**config.mk**
```make
export PLATFORM = sky130hd
export DESIGN_NAME = dsd_stream_monitor
export DESIGN_NICKNAME = d
export VERILOG_FILES = /design/src/rtl/dsd_mon_pkg.sv /design/src/rtl/dsd_run_detector.sv /design/src/rtl/dsd_density_window.sv /design/src/rtl/dsd_out_stage.sv /design/src/rtl/dsd_stream_monitor.sv
export SDC_FILE = /design/constraint.sdc
export NUM_CORES = 1
export LEC_CHECK = 0
export ABC_AREA = 1
export BUFFER_PORTS_ARGS = -buffer_cell sky130_fd_sc_hd__buf_4
export CAP_MARGIN = 15
export CORE_ASPECT_RATIO = 2
export CORE_MARGIN = 2
export CORE_UTILIZATION = 50
export CTS_CLUSTER_DIAMETER = 150
export DETAILED_ROUTE_END_ITERATION = 7
export PLACE_DENSITY = 0.67
export SYNTH_ARGS = -nofsm -noshare
export SYNTH_HDL_FRONTEND = slang
export SYNTH_SLANG_ARGS = --single-unit
```
**constraint.sdc**
```tcl
create_clock -name clk -period 3.5 [get_ports clk]
set_input_delay 0.35 -clock clk [delete_from_list [all_inputs] [get_ports clk]]
set_output_delay 0.35 -clock clk [all_outputs]
set_load 0.02 [all_outputs]
```
**src/rtl/dsd_mon_pkg.sv**
```systemverilog
package dsd_mon_pkg;

  localparam int unsigned DSD_WIN = 28;
  localparam int unsigned DSD_HI  = 24;

  function automatic int unsigned sat_next(int unsigned v, int unsigned lim);
    return (v >= lim) ? lim : v + 1;
  endfunction

  function automatic logic density_bad(int unsigned ones, int unsigned win,
                                       int unsigned hi);
    return (ones > hi) || (ones < (win - hi));
  endfunction

endpackage

```
**src/rtl/dsd_run_detector.sv**
```systemverilog
module dsd_run_detector
  import dsd_mon_pkg::*;
#(
  parameter int unsigned WIN = DSD_WIN,
  localparam int unsigned CW = $clog2(WIN + 1)
) (
  input  logic          clk,
  input  logic          rst_n,
  input  logic          en,
  input  logic          valid,
  input  logic          din,
  output logic [CW-1:0] run_len,
  output logic          hit
);

  logic last_q;

  always_ff @(posedge clk) begin
    if (!rst_n) begin
      run_len <= '0;
      last_q  <= 1'b0;
    end else if (!en) begin
      run_len <= '0;
    end else if (valid) begin
      if (run_len == '0 || din != last_q)
        run_len <= CW'(1);
      else
        run_len <= CW'(sat_next(32'(run_len), WIN));
      last_q <= din;
    end
  end

  assign hit = en && (run_len == CW'(WIN));

endmodule

```
**src/rtl/dsd_density_window.sv**
```systemverilog
module dsd_density_window
  import dsd_mon_pkg::*;
#(
  parameter int unsigned WIN = DSD_WIN,
  parameter int unsigned HI  = DSD_HI,
  localparam int unsigned CW = $clog2(WIN + 1)
) (
  input  logic           clk,
  input  logic           rst_n,
  input  logic           en,
  input  logic           valid,
  input  logic           din,
  output logic [WIN-1:0] win_bits,
  output logic [CW-1:0]  ones_cnt,
  output logic [CW-1:0]  fill_cnt,
  output logic           hit
);

  logic          leaving;
  logic [CW-1:0] cnt_next;

  assign leaving  = win_bits[WIN-1];
  assign cnt_next = ones_cnt + CW'(din) - CW'(leaving);

  always_ff @(posedge clk) begin
    if (!rst_n) begin
      win_bits <= '0;
      ones_cnt <= '0;
    end else if (valid) begin
      win_bits <= {win_bits[WIN-2:0], din};
      ones_cnt <= cnt_next;
    end
  end

  always_ff @(posedge clk) begin
    if (!rst_n || !en)
      fill_cnt <= '0;
    else if (valid)
      fill_cnt <= CW'(sat_next(32'(fill_cnt), WIN));
  end

  assign hit = en && (fill_cnt == CW'(WIN)) &&
               density_bad(32'(ones_cnt), WIN, HI);

endmodule

```
**src/rtl/dsd_out_stage.sv**
```systemverilog
module dsd_out_stage (
  input  logic clk,
  input  logic rst_n,
  input  logic valid,
  input  logic din,
  input  logic direct,
  input  logic static_hit,
  input  logic dense_hit,
  output logic mute,
  output logic atten,
  output logic dout
);

  always_ff @(posedge clk) begin
    if (!rst_n)
      dout <= 1'b0;
    else if (valid)
      dout <= din;
  end

  assign mute  = static_hit && !direct;
  assign atten = dense_hit  && !direct;

endmodule

```
**src/rtl/dsd_stream_monitor.sv**
```systemverilog
module dsd_stream_monitor
  import dsd_mon_pkg::*;
#(
  parameter int unsigned WIN = DSD_WIN,
  parameter int unsigned HI  = DSD_HI,
  localparam int unsigned CW = $clog2(WIN + 1)
) (
  input  logic clk,
  input  logic rst_n,
  input  logic bit_valid,
  input  logic bit_in,
  input  logic static_en,
  input  logic density_en,
  input  logic direct_mode,
  output logic mute_req,
  output logic atten_req,
  output logic bit_out
);

  logic [CW-1:0]  run_len;
  logic [CW-1:0]  ones_cnt;
  logic [CW-1:0]  fill_cnt;
  logic [WIN-1:0] win_bits;
  logic           static_hit;
  logic           dense_hit;

  dsd_run_detector #(.WIN(WIN)) u_run (
    .clk     (clk),
    .rst_n   (rst_n),
    .en      (static_en),
    .valid   (bit_valid),
    .din     (bit_in),
    .run_len (run_len),
    .hit     (static_hit)
  );

  dsd_density_window #(.WIN(WIN), .HI(HI)) u_dens (
    .clk      (clk),
    .rst_n    (rst_n),
    .en       (density_en),
    .valid    (bit_valid),
    .din      (bit_in),
    .win_bits (win_bits),
    .ones_cnt (ones_cnt),
    .fill_cnt (fill_cnt),
    .hit      (dense_hit)
  );

  dsd_out_stage u_out (
    .clk        (clk),
    .rst_n      (rst_n),
    .valid      (bit_valid),
    .din        (bit_in),
    .direct     (direct_mode),
    .static_hit (static_hit),
    .dense_hit  (dense_hit),
    .mute       (mute_req),
    .atten      (atten_req),
    .dout       (bit_out)
  );

endmodule

```
# Word level (Yosys, flattened, before mapping)
# Index checks and enable logic that the tools add are counted.
[totals]
register_bits = 45
input_bits = 7
output_inout_bits = 3
wordCells = 34
[classes]
n_addsub = 4
n_lt_le_gt_ge = 4
n_eq_ne = 3
muxes = 3
n_reduce_logical = 14
[ops]
columns = ["operator", "n"]
rows = [
  ["two-way mux 5 bit", 3],
  ["adder 5 x 1 -> 5 bit, second input constant", 2],
  ["equality test 5 bit, second input constant", 2],
  ["greater-or-equal comparator 5 bit, second input constant", 2],
  ["adder 5 x 1 -> 5 bit", 1],
  ["> comparator 5 bit, second input constant", 1],
  ["logical AND 1 bit", 5],
  ["zero test 5 bit", 1],
  ["less-than comparator 5 x 3 -> 1 bit, second input constant", 1],
  ["subtractor 5 x 1 -> 5 bit", 1],
  ["AND reduction 2 bit", 2],
  ["zero test 1 bit", 3],
  ["logical OR 1 bit", 3],
  ["inequality test 1 bit", 1],
]

# Longest topological paths before layout
[logic_depth]
word_depth = 4
mapped_depth = 12
ltp_nobuf = 12

# Modules after synthesis
# A second synthesis with hierarchy kept.
[unflattened]
cells_unflattened = 286
area_unflattened_um2 = 2093.3
[modules_own_cells]
columns = ["mod", "n_inst", "cells_per_inst", "area_per_inst_um2", "seq_area_each_um2"]
rows = [
  ["dsd_density_window", 1, 219, 1670.4, 760.7],
  ["dsd_run_detector", 1, 57, 366.6, 120.1],
  ["dsd_out_stage", 1, 10, 56.3, 20.0],
]

# Least setup slack after synthesis
# OpenSTA, ideal clock, no wires.
[synth_path]
kind = "register to register"
from = "register u_dens.ones_cnt[0]"
to = "register u_dens.ones_cnt[4]"
setup_time_ns = 0.109
arrival_ns = 1.637
required_time_ns = 3.391
setup_slack_ns = 1.754
path_stages_with_launch = 12
path_buffers = 0
period_less_slack_ns = 1.746
cell_sequence = "dfxtp_1 -> inv_1 -> ha_1 -> inv_1 -> ha_1 -> inv_1 -> fa_1 -> nand3b_1 -> nand3b_1 -> nand3_1 -> nand2_1 -> inv_1"
[synth_via]
elab_chain_len = 2
[synth_rtl]
columns = ["item", "line", "rtl"]
rows = [
  ["start: declaration", "dsd_density_window.sv:14", "output logic [CW-1:0] ones_cnt,"],
  ["start signal: assignment", "dsd_density_window.sv:31", "ones_cnt <= cnt_next;"],
  ["adder 5 x 1 -> 5 bit", "dsd_density_window.sv:23", "assign cnt_next = ones_cnt + CW'(din) - CW'(leaving);"],
  ["subtractor 5 x 1 -> 5 bit", "dsd_density_window.sv:23", ""],
]
# Every way passes these cells.
# A chain may end at the register's enable or synchronous reset.

# Worst setup path in the final report
# Ends and elaborated chain as after synthesis.

==> results by group <==
CTS
  • Clk Latency, worst-skew pair: 0.30 ns
  • Clock tree sinks: 44
  • H-Tree Depth: 2
  • Clock-pin slew on the worst setup and hold paths: 0.08 ns
  • Post-CTS Setup Inserts: 0
  • CTS-repair resized insts: 0
  • CTS buffer count: 5
  • Clock tree root buffer cell: clkbuf_8
  • Clock Tree Buf Depth: 2
  • CTS Hold Bufs: 0
  • CTS tree: yes

Placement
  • Post-DP HPWL: 2512 um
  • PortBufs: 9
  • Placed Cells: 329
  • Placed inst area: 2140 um^2
  • Gpl congestion: 0.7494

Pwr
  • PD cells: 450.5 nW/um^2
  • Sw Pwr: 0.2771 mW
  • Cell-internal power: 0.7233 mW
  • Clock Power Share: 30.7%
  • Design Power: 1.000 mW
  • Sequential fraction of design power: 54.7%
  • Sw Share: 27.70%
  • Max VDD drop: 0.2689 mV
  • Combinational Power Share: 14.5%
  • Leakage power: 0.9960 nW

STA
  • Slew @ Worst Pin: 0.6437 ns
  • Setup Skew: 0.006645 ns
  • # setup viols final: 0
  • TNS Setup: 0 ns
  • Final hold vios: 0
  • Min Tclk post-route: 1.855 ns
  • Period Utilization, post-route: 53.00%
  • Max-slew headroom: 57.02%
  • Fmax: 539.1 MHz
  • Max-slew violations: 0
  • RSZ-0062 raised after global routing: no

Critical path
  • Flop2flop setup slack: 1.64 ns
  • Worst path required time: 3.70 ns
  • Setup CP Type: reg -> reg
  • Crit path DAT: 2.05 ns
  • Startpoint Class: flop
  • Crit-path max FO: 3
  • Reg2reg path depth: 11
  • RR Endpoint: u_dens.ones_cnt[4]
  • Setup crit end kind: flop
  • Worst reg2reg path startpoint: u_dens.ones_cnt[0]

Logic synthesis
  • Post-Synthesis Cells: 280
  • Synth Warn #: 0
  • Synth Register Bits: 44
  • Main synth FF type: dfxtp_1
  • Synth area leader: dfxtp_1
  • Synth Cell Area: 2084 um^2
  • Most frequent cells after synthesis: nor2_1, dfxtp_1, nand2_1, o21ai_0, inv_1
  • Synth top area cells: dfxtp_1, nor2_1, ha_1
  • Top-count cell post-synth: nor2_1
  • Async set-reset flop share out of synthesis: 0%
  • Yosys cell types: 27
  • Post-synth EDFFs: 0
  • Area share of the largest cell type after synthesis: 42.26%
  • Average size of a mapped cell: 7.445 um^2
  • Synth Net Count: 301
  • Post-synthesis sequential area ratio: 42.26%

Floorplanning
  • Site Rows: 33
  • Core area: 4046 um^2
  • DIE HEIGHT: 95.31 um
  • Die width: 49.66 um
  • Die Area: 4733 um^2
  • Initial core utilization: 51.52%
  • IO Pins: 10

Routing
  • DR vias/cell: 5.054
  • Detailed router's first-iteration violation count: 31
  • WL/cell: 11.05 um
  • Final ANT Viol Nets: 0
  • DR vias: 1698
  • 1st-pass router iterations: 4
  • Routed WL: 3714 um
  • DRC viols: 0

Status
  • Run status: finished clean

Layout
  • Post-route cell area: 2221 um^2
  • NumNets Final: 305
  • Ratio of cells with drive above 1 in the final layout: 9.155%
  • Final cell count without fillers: 336
  • Diode count: 0
  • Layout area overhead: 6.543%
  • FILL cells: 426

Global routing
  • Vias in the first global route: 1468
  • Antenna violations before repair: 0
  • GR Overflow Total: 0
  • Total GRT Usage: 17.34%
  • Pin count of the biggest net entering global routing: 44
  • First-pass GRT wire length: 6361 um

Hold path
  • Hold path depth: 3
  • HP Class: in -> reg
  • Hold EP: u_run.last_q
  • Hold path start: static_en

Run
  • Maxcap violations: 0
[stage by stage]
| stage | utilization (%) | setup WS, ns | hold WS [ns] |
|---|---|---|---|
| global placement | 52.88 | 1.677 | 0.4522 |
| CTS | 54.89 | 1.636 | 0.3476 |
| detailed placement | 52.88 | 1.647 | 0.4633 |
| floorplan | - | 1.754 | 0.4402 |
| finish | 54.89 | 1.645 | 0.3476 |
| global route | 54.89 | 1.507 | 0.3518 |
[layout make-up]
| cell class | instances | area [um^2] | area share (%) |
|---|---|---|---|
| clock buffer | 5 | 68.82 | 3.099 |
| clock inverter | 2 | 12.51 | 0.5634 |
| inverter | 31 | 116.4 | 5.239 |
| multi-input combinational | 193 | 1010 | 45.46 |
| sequential | 44 | 880.8 | 39.66 |
| tap | 52 | 65.06 | 2.930 |
| timing repair buffer | 9 | 67.56 | 3.042 |
[critical path: stages (launching register included)]
cell and delay (ns):
dfxtp_1 0.31, inv_1 0.05, ha_1 0.28, inv_1 0.05
ha_1 0.15, inv_1 0.06, fa_1 0.39, nand3b_1 0.19
nand3b_1 0.10, nand3_1 0.07, nand2_1 0.07, inv_1 0.03
[layer usage]
layer  vias to the layer above  track usage, %  wire (um)
li1                        889               -          -
met1                       771           19.72       1577
met2                        33           30.89       1955
met3                         5           3.762        126
met4                         0           6.944         55
met5                         -               0          0
[layout by cell type, fill, tap and decap left out]
cell        count
fa_1            1
a21oi_1        14
nand3_2         2
inv_1          28
nor4_2          1
nand3_1        10
dfxtp_1        44
nand3b_1        2
clkinvlp_4      1
buf_4           9
nor2_1         72
xor2_1          1
clkinv_2        1
clkbuf_8        5
o21bai_1        1
inv_2           3
a211oi_2        1
a21oi_2         1
nand2_1        34
nand4_1         2
xnor2_1         2
nor3_1          1
a22oi_1         1
o21ai_0        32
ha_1           13
nor2_4          1
nor3_2          1
[cells by family (layout without fill, tap and decap cells)]
family,count (synthesis),in the layout,synth area share (%)
AO/OA/AOI/OAI,50,50,12.79
XOR/XNOR,3,3,1.261
adder cells (fa/ha/maj),14,14,8.764
buffers and inverters,43,47,9.303
flip-flops,44,44,42.26
AND/OR/NAND/NOR,126,126,25.63
[registers in the layout, indices dropped and copies added (netlist names)]
register,count
u_dens.fill_cnt,5
u_dens.ones_cnt,5
u_dens.win_bits,28
u_run.last_q,1
u_run.run_len,5
[how the worst max path moves through the flow]
| stage | from | to | depth (start not counted) |
|---|---|---|---|
| floorplan | u_dens.ones_cnt[0] | u_dens.ones_cnt[4] | 11 |
| global placement | u_dens.ones_cnt[0] | u_dens.ones_cnt[4] | 11 |
| finish | u_dens.ones_cnt[0] | u_dens.ones_cnt[4] | 11 |
| CTS | u_dens.ones_cnt[0] | u_dens.ones_cnt[4] | 11 |
| global route | u_dens.ones_cnt[0] | u_dens.ones_cnt[4] | 11 |
| detailed placement | u_dens.ones_cnt[0] | u_dens.ones_cnt[4] | 11 |
[power by group through the flow]
stage / logic, mW / registers [mW] / clock network, mW
global placement: 0.144 / 0.559 / 0
CTS: 0.148 / 0.548 / 0.314
floorplan: 0.119 / 0.555 / 0
detailed placement: 0.147 / 0.559 / 0
finish: 0.145 / 0.548 / 0.307
global route: 0.171 / 0.552 / 0.339
No activity file was read; power rests on OpenSTA's default activity.
